File: src/rtl/i2c_tmg_pkg.sv
package i2c_tmg_pkg;
  typedef enum logic [1:0] {PH_IDLE, PH_LOW, PH_WAIT, PH_HIGH} phase_e;

  localparam logic [1:0] MODE_STD  = 2'd0;
  localparam logic [1:0] MODE_FAST = 2'd1;
  localparam logic [1:0] MODE_HS   = 2'd2;
endpackage

File: src/rtl/i2c_tmg_filter.sv
// Two-flop synchronizer followed by a stability filter: a new level is
// accepted once it has differed from the output for spike_len+1 clocks.
module i2c_tmg_filter #(
  parameter int SPK_W = 8,
  parameter logic RST_VAL = 1'b1
) (
  input  logic             clk,
  input  logic             rst,
  input  logic [SPK_W-1:0] spike_len,
  input  logic             din,
  output logic             dout
);
  logic             sync1, sync2;
  logic [SPK_W-1:0] run_cnt;

  always_ff @(posedge clk) begin
    if (rst) begin
      sync1   <= RST_VAL;
      sync2   <= RST_VAL;
      dout    <= RST_VAL;
      run_cnt <= '0;
    end else begin
      sync1 <= din;
      sync2 <= sync1;
      if (sync2 == dout) begin
        run_cnt <= '0;
      end else if (run_cnt == spike_len) begin
        dout    <= sync2;
        run_cnt <= '0;
      end else begin
        run_cnt <= run_cnt + 1'b1;
      end
    end
  end
endmodule

File: src/rtl/i2c_tmg_phase.sv
// SCL phase sequencer: low phase counted from the falling edge, high phase
// counted only after filtered SCL reads high (clock stretching).
module i2c_tmg_phase
  import i2c_tmg_pkg::*;
#(
  parameter int CNT_W = 16
) (
  input  logic             clk,
  input  logic             rst,
  input  logic             run,
  input  logic [CNT_W-1:0] hi_cnt,
  input  logic [CNT_W-1:0] lo_cnt,
  input  logic             scl_filt,
  output logic             scl_out,
  output logic             fall_stb,
  output logic             high_stb
);
  localparam int PW = CNT_W + 1;
  // Clocks of the high phase already spent in the output-to-filter loop
  // are covered by the wait state; two more come from the load and the
  // terminal cycle of the count.
  localparam logic [PW-1:0] HI_ADJ = PW'(2);

  phase_e        state;
  logic [PW-1:0] cnt;

  always_ff @(posedge clk) begin
    if (rst) begin
      state    <= PH_IDLE;
      cnt      <= '0;
      scl_out  <= 1'b1;
      fall_stb <= 1'b0;
      high_stb <= 1'b0;
    end else begin
      fall_stb <= 1'b0;
      high_stb <= 1'b0;
      case (state)
        PH_IDLE: begin
          if (run) begin
            state    <= PH_LOW;
            scl_out  <= 1'b0;
            cnt      <= {1'b0, lo_cnt};
            fall_stb <= 1'b1;
          end
        end
        PH_LOW: begin
          if (cnt == '0) begin
            state   <= PH_WAIT;
            scl_out <= 1'b1;
          end else begin
            cnt <= cnt - 1'b1;
          end
        end
        PH_WAIT: begin
          if (scl_filt) begin
            state    <= PH_HIGH;
            cnt      <= {1'b0, hi_cnt} + HI_ADJ;
            high_stb <= 1'b1;
          end
        end
        default: begin
          if (cnt != '0) begin
            cnt <= cnt - 1'b1;
          end else if (run) begin
            state    <= PH_LOW;
            scl_out  <= 1'b0;
            cnt      <= {1'b0, lo_cnt};
            fall_stb <= 1'b1;
          end else begin
            state <= PH_IDLE;
          end
        end
      endcase
    end
  end
endmodule

File: src/rtl/i2c_tmg_hold.sv
// Data-hold timer: pulses chg_stb hold_cnt+1 clocks after the SCL fall edge.
module i2c_tmg_hold #(
  parameter int HOLD_W = 16
) (
  input  logic              clk,
  input  logic              rst,
  input  logic              fall_stb,
  input  logic [HOLD_W-1:0] hold_cnt,
  output logic              chg_stb
);
  logic              armed;
  logic [HOLD_W-1:0] cnt;

  always_ff @(posedge clk) begin
    if (rst) begin
      armed   <= 1'b0;
      cnt     <= '0;
      chg_stb <= 1'b0;
    end else begin
      chg_stb <= 1'b0;
      if (fall_stb) begin
        armed   <= (hold_cnt != '0);
        cnt     <= hold_cnt - 1'b1;
        chg_stb <= (hold_cnt == '0);
      end else if (armed) begin
        if (cnt == '0) begin
          chg_stb <= 1'b1;
          armed   <= 1'b0;
        end else begin
          cnt <= cnt - 1'b1;
        end
      end
    end
  end
endmodule

File: src/rtl/i2c_scl_timer.sv
module i2c_scl_timer
  import i2c_tmg_pkg::*;
#(
  parameter int CNT_W  = 16,
  parameter int HOLD_W = 16,
  parameter int SPK_W  = 8
) (
  input  logic              clk,
  input  logic              rst,
  input  logic              run,
  input  logic [1:0]        speed_mode,
  input  logic [CNT_W-1:0]  std_hi,
  input  logic [CNT_W-1:0]  std_lo,
  input  logic [CNT_W-1:0]  fast_hi,
  input  logic [CNT_W-1:0]  fast_lo,
  input  logic [CNT_W-1:0]  hs_hi,
  input  logic [CNT_W-1:0]  hs_lo,
  input  logic [HOLD_W-1:0] sda_hold_cnt,
  input  logic [SPK_W-1:0]  spike_len,
  input  logic              scl_in,
  input  logic              sda_in,
  output logic              scl_out,
  output logic              scl_fall_stb,
  output logic              scl_high_stb,
  output logic              sda_chg_stb,
  output logic              scl_filt,
  output logic              sda_filt
);
  localparam int NLANE = 2;

  logic [NLANE-1:0] lane_raw, lane_filt;
  logic [CNT_W-1:0] sel_hi, sel_lo;

  assign lane_raw = {sda_in, scl_in};

  for (genvar g = 0; g < NLANE; g++) begin : g_lane
    i2c_tmg_filter #(.SPK_W(SPK_W), .RST_VAL(1'b1)) u_flt (
      .clk       (clk),
      .rst       (rst),
      .spike_len (spike_len),
      .din       (lane_raw[g]),
      .dout      (lane_filt[g])
    );
  end

  assign scl_filt = lane_filt[0];
  assign sda_filt = lane_filt[1];

  always_comb begin
    case (speed_mode)
      MODE_FAST: begin sel_hi = fast_hi; sel_lo = fast_lo; end
      MODE_HS:   begin sel_hi = hs_hi;   sel_lo = hs_lo;   end
      default:   begin sel_hi = std_hi;  sel_lo = std_lo;  end
    endcase
  end

  i2c_tmg_phase #(.CNT_W(CNT_W)) u_phase (
    .clk      (clk),
    .rst      (rst),
    .run      (run),
    .hi_cnt   (sel_hi),
    .lo_cnt   (sel_lo),
    .scl_filt (scl_filt),
    .scl_out  (scl_out),
    .fall_stb (scl_fall_stb),
    .high_stb (scl_high_stb)
  );

  i2c_tmg_hold #(.HOLD_W(HOLD_W)) u_hold (
    .clk      (clk),
    .rst      (rst),
    .fall_stb (scl_fall_stb),
    .hold_cnt (sda_hold_cnt),
    .chg_stb  (sda_chg_stb)
  );
endmodule

File: config.mk
export PLATFORM = sky130hd
export DESIGN_NAME = i2c_scl_timer
export DESIGN_NICKNAME = d
export VERILOG_FILES = /design/src/rtl/i2c_tmg_pkg.sv /design/src/rtl/i2c_tmg_filter.sv /design/src/rtl/i2c_tmg_phase.sv /design/src/rtl/i2c_tmg_hold.sv /design/src/rtl/i2c_scl_timer.sv
export SDC_FILE = /design/constraint.sdc
export NUM_CORES = 1
export LEC_CHECK = 0
export ABC_AREA = 1
export BUFFER_PORTS_ARGS = -buffer_cell sky130_fd_sc_hd__buf_2
export CAP_MARGIN = 20
export CORE_UTILIZATION = 51
export CTS_BUF_LIST = sky130_fd_sc_hd__clkbuf_8
export CTS_CLUSTER_SIZE = 30
export DETAILED_ROUTE_END_ITERATION = 8
export GPL_TIMING_DRIVEN = 0
export MAX_ROUTING_LAYER = met4
export PLACE_DENSITY = 0.84
export SYNTH_ARGS = -nofsm -noshare
export SYNTH_HDL_FRONTEND = slang
export SYNTH_SLANG_ARGS = --single-unit
File: constraint.sdc
create_clock -name clk -period 2.7 [get_ports clk]
set_clock_uncertainty 0.1 [all_clocks]
set_input_delay 0.81 -clock clk [delete_from_list [all_inputs] [get_ports clk]]
set_output_delay 0.81 -clock clk [all_outputs]
set_load 0.01 [all_outputs]
======== Word level (Yosys, flattened, before mapping) ========
Index checks and enable logic that the tools add are counted.
storage, ports and cells
  register bits after elaboration ......... 62
  latch bits .............................. 0
  bits in writable memories ............... 0
  ROM bits ................................ 0
  input port bits ......................... 127
  memories kept ........................... 0
operators by class
  $add $sub $neg .......................... 6
  multiply operators ...................... 0
  div/mod/pow operators ................... 0
  order comparisons ....................... 0
  equal/unequal tests ..................... 15
  shifts and indexed selects .............. 0
  multiplexer cells ....................... 30
  bitwise operators ....................... 3
  reductions and logical operators ........ 17
operators with widths
  operator                 number
  $mux W17                 4
  $pmux W16 S2             2
  $pmux W17 S3             1
  $mux W16                 3
  $logic_not A16 Y1        2
  $sub A16 B1 Y16 const B  2
  $add A16 B2 Y17 const B  1
  $logic_not A17 Y1        1
  $reduce_bool A17 Y1      1
  $sub A17 B1 Y17 const B  1
  $add A8 B1 Y8 const B    2
  $eq A8 B8 Y1             2
  $reduce_bool A16 Y1      1
  $mux W1                  13
  $mux W2                  4
  $ne A2 B2 Y1 const B     4
  $reduce_and A2 Y1        4
  $pmux W2 S3              1
  $reduce_or A3 Y1         2
  $eq A2 B1 Y1 const B     2
  $eq A2 B2 Y1 const B     2
  $ne A4 B4 Y1 const B     1
  $reduce_and A4 Y1        1
  $reduce_or A2 Y1         2
  9 further kinds          12

======== Longest topological paths before layout ========
  depth in word-level cells ............... 5
  gate-level depth with buffers ........... 18
  mapped depth without buffers ............ 17

======== Hierarchy ========
Synthesis repeated with hierarchy kept, for this count alone.
second synthesis, totals
  cell total of the unflattened synthesis .. 1080
  area total of the unflattened synthesis .. 5964.5 µm²
modules (own cells, without submodules)
  module          times used  cells each  area each (µm²)  sequential area each (µm²)
  i2c_tmg_phase   1           461         2524.9           440.4
  i2c_tmg_hold    1           245         1395.1           360.3
  i2c_tmg_filter  2           82          583.1            220.2
  i2c_scl_timer   1           210         878.3            0.0

======== Least setup slack after synthesis ========
OpenSTA, ideal clock, no wires.
  path type ............................... input -> register
  start ................................... in speed_mode[0]
  end ..................................... reg u_phase.cnt[15]
  arrival time ............................ 2.524 ns
  required time ........................... 2.478 ns
  path slack .............................. -0.046 ns
  stages on the path ...................... 18
  cell sequence ........................... inv_1 -> ha_1 -> inv_2 -> buf_6 -> nand3_1 -> o21ai_1 -> clkinv_1 -> ha_1 -> nand3_1 -> inv_1 -> nand2_1 -> nor2_1 -> nand2_1 -> nand2_1 -> nand2_1 -> nand2_1 -> nand2_1 -> a21oi_2
between the ends
  cells in the longest elaborated chain, start to end .. 5
  elaborated cells on any way between the ends .. 9
  those cells by class .................... 1 x add/sub; 2 x eq/ne; 6 x mux
ends and longest elaborated chain
  what                                          line                                                           RTL
  start, declared                               i2c_scl_timer.sv:11                                            input logic [1:0] speed_mode,
  $eq A2 B2 Y1 or $eq A2 B1 Y1 (tied branches)  i2c_scl_timer.sv:50                                            case (speed_mode)
  $pmux W16 S2                                  i2c_scl_timer.sv:50
  $add A16 B2 Y17 or $mux W17 (tied branches)   i2c_tmg_phase.sv:57, i2c_tmg_phase.sv:39, i2c_tmg_phase.sv:64
  $mux W17, on equally long branches            i2c_tmg_phase.sv:55, i2c_tmg_phase.sv:62
  $pmux W17 S3 (*)                              i2c_tmg_phase.sv:37                                            case (state)
  end signal, assigned                          i2c_tmg_phase.sv:42                                            cnt <= {1'b0, lo_cnt};
  end signal, assigned                          i2c_tmg_phase.sv:57                                            cnt <= {1'b0, hi_cnt} + HI_ADJ;
  end signal, assigned                          i2c_tmg_phase.sv:63                                            cnt <= cnt - 1'b1;
  end, declared                                 i2c_tmg_phase.sv:25                                            logic [PW-1:0] cnt;
Mark *: on every way between the ends. The rest lies on a longest branch, timed or not. The select of a mux whose other input is x is not followed.
A chain may end at the register's enable or synchronous reset.

======== Worst setup path in the final report ========
Ends and elaborated chain as after synthesis.

==> summary.md <==
| Metric | Value |
|---|---|
| Status | finished clean |
| # port buffers | 132 |
| DRT iter0 DRCs | 629 |
| Vias in the first global route | 5543 |
| Post-synth EDFFs | 0 |
| Layout cells sized above 1 | 22.8% |
| Detailed Place HPWL | 11900 um |
| Setup_tns | 0 ps |
| Final Hold Viols | 0 |
| Layout fillers | 983 |
| Final #Nets | 1153 |
| Final Cell Area | 0.00641 mm2 |
| # placed instances | 1133 |
| Final Max Slew Viols | 0 |
| P_leak | 2.93 nW |
| Critical Path RT | 2830 ps |
| Largest net degree at the start of global routing | 13 |
| CP cell instances | buf_2, inv_1, ha_4, inv_2, buf_6, nand3_1, o21ai_2, clkinv_2, ha_1, nand3_2, inv_2, nand2_1, nor2_1, nand2_1, nand2_1, nand2_1, nand2_1, nand2_1, a21oi_2 |
| Sequential area share after synthesis | 23.4% |
| Max frequency | 0.392 GHz |
| Commonest non-fill, non-tap cell in the layout | nand2_1 |
| Routed Antenna Nets | 0 |
| Vias post-DR | 6105 |
| Area Overhead vs Synth | 20.9% |
| HP Class | reg -> reg |
| Peak VDD IR | 0.000565 V |
| Slowest CP cell | ha_1 |
| Sink Count | 62 |
| DRT Wirelength | 15200 um |
| Initial Utilization | 53.5% |
| Post-synthesis cell area | 0.00531 mm2 |
| Ys async rst share | 0% |
| Max-cap violations | 0 |
| Final period util | 94.6% |
| Die footprint | 0.0108 mm2 |
| Post-route setup slack | 147 ps |
| CTS max path bufs | 2 |
| Grt total ovfl | 0 |
| Total Routing Usage GR | 29.0% |
| Die Span X | 104 um |
| # DRC | 0 |
| Cell count after synthesis | 868 |
| Chip Height | 104 um |
| Multi-input gate area | 0.00358 mm2 |
| Most frequent cells in the layout | nand2_1, buf_2, nor2_1 |
| Total power | 0.00520 W |
| Main flop type after synthesis | dfxtp_1 |
| Crit path largest cell delay | 220 ps |
| IO Pins | 133 |
| Root Buffer Master | clkbuf_8 |
| Synthesis Warnings | 0 |
| Setup CP Type | in -> reg |
| Setup Viol. Count Final | 0 |
| Tmin final | 2550 ps |
| Crit-path leading delay family | simple AND/OR/NAND/NOR gates |
| N_diodes | 0 |
| Worst-Margin Slew | 716 ps |
| First-pass GRT wire length | 25300 um |
| Peak fanout along the critical path | 10 |
| Clk_lat worst skew | 340 ps |
| # H-tree levels | 3 |
| Area after DPL | 0.00615 mm2 |
| Arr. time, crit path | 2680 ps |
| Core ar. | 0.00991 mm2 |
| Cell variety after synth | 44 |
| CTS tree | done |
| RSZ-0062 raised after global routing | false |
| Most used cell, CP | nand2_1 |
| Number of buffers created by CTS | 9 |
| 1st-pass router iterations | 5 |
| Wire per inst | 13.2 um |
| Slew headroom | 52.1% |
| Setup Slack @ Placement | -397 ps |
| Pwr Density | 810 mW/mm2 |
| Synthesized Nets | 1007 |
| Setup crit start kind | primary input |
| Count of buffer and inverter cells on the critical path | 6 |
| Cell row count | 36 |
| Flops & latches, synth | 62 |
| Antenna violations before repair | 0 |
| CTS clk-pin slew, worst paths | 80 ps |
| FF+latch area | 0.00124 mm2 |
| CP endpoint kind | flip-flop |
| Via density | 5.30 |
| GP Congestion | 1.00 |
| Hold buffer count at cts | 0 |
| Final Non-Filler Cells | 1152 |
| Synth Area per Inst | 6.11 um2 |
timing repair:
action                     4_1_cts  5_1_grt
buffers inserted                 0        3
setup endpoints to repair        1        6
resized for setup                2        9
pin swaps                        1        2
worst register-to-register path: stages (launching register included):
cell and delay, ps:
dfxtp_1 340, inv_1 90, ha_1 170, buf_2 250
inv_1 210, nor2_1 590, o21ai_0 190, a21oi_1 290
nor3_1 110, nor2_1 80
worst paths after layout:
path | start | to | slack (ps) | depth (start not counted)
setup reg to reg | u_phase.state[0]$_SDFFE_PP0P_ | u_phase.cnt[4]$_SDFFE_PP0P_ | 240 | 9
hold reg to reg | g_lane[0].u_flt.sync1$_SDFF_PP1_ | g_lane[0].u_flt.sync2$_SDFF_PP1_ | 310 | 1
hold / removal | g_lane[0].u_flt.sync1$_SDFF_PP1_ | g_lane[0].u_flt.sync2$_SDFF_PP1_ | 310 | 1
setup / recovery | speed_mode[0] | u_phase.cnt[15]$_SDFFE_PP0P_ | 150 | 19
cell usage after synthesis, drive strengths merged, types with 2 or more instances:
master,instances,area (um2)
and3,2,12.5
or2,20,125
a211oi,2,15.0
nor3,7,40.0
o211ai,12,90.1
a21oi,52,264
nand3,69,370
xor2,25,219
nand2,238,916
clkinv,2,7.51
nand4,12,75.1
clkbuf,14,52.6
a22o,2,17.5
a31oi,6,37.5
nor2,105,449
o21ai,84,443
dfxtp,62,1240
ha,12,150
xnor2,21,184
nor4,4,25.0
buf,19,149
a22oi,3,22.5
o221ai,4,35.0
inv,85,319
per-stage QoR:
stage,utilization (%),hold slack (ps)
4_1_cts,64.2,312
2_1_floorplan,-,289
6_report,64.7,311
5_1_grt,64.7,327
3_5_place_dp,62.0,294
3_3_place_gp,62.0,292
report_power, final:
| part | switching [W] | internal [W] |
|---|---|---|
| Clock | 0.000400 | 0.000458 |
| Sequential | 0.000218 | 0.00115 |
| Combinational | 0.00190 | 0.00108 |
flip-flops by register name, summed over array words and instances, names as in the netlist, 2 cells and up:
register	cells
g_lane.u_flt.sync2	2
g_lane.u_flt.sync1	2
u_hold.cnt	16
u_phase.state	2
g_lane.u_flt.dout	2
g_lane.u_flt.run_cnt	16
u_phase.cnt	17
area by class of cell:
cell class,count,share of cell area [%]
Inverter,87,5.11
Tap cell,133,2.59
Timing Repair Buffer,135,10.7
Multi-Input combinational cell,686,55.9
Buffer,33,3.20
Clock inverter,6,1.07
Sequential cell,62,19.4
Clock buffer,10,2.15
kinds of logic (layout without fill, tap and decap cells):
| logic type | count (synthesis) | count (layout) | share of synthesized area (%) |
|---|---|---|---|
| and+or+nand+nor | 459 | 459 | 38.2 |
| buffers and inverters | 120 | 271 | 9.95 |
| muxes | 1 | 1 | 0.189 |
| AOI/OAI and AO/OA | 168 | 168 | 17.8 |
| xor gates and xnor gates | 46 | 46 | 7.59 |
| DFF | 62 | 62 | 23.4 |
| adders and majority gates | 12 | 12 | 2.83 |
layer usage:
layer	global-route usage, %	share of wire, %	wire length (um)	up-vias
met5	-	0	0	-
met4	8.06	1.6	238	0
met3	4.32	9.4	1430	21
met2	46.6	45	6830	255
met1	37.9	44	6660	2701
li1	-	-	-	3128
Note: power is estimated with default switching activity, not from simulation.
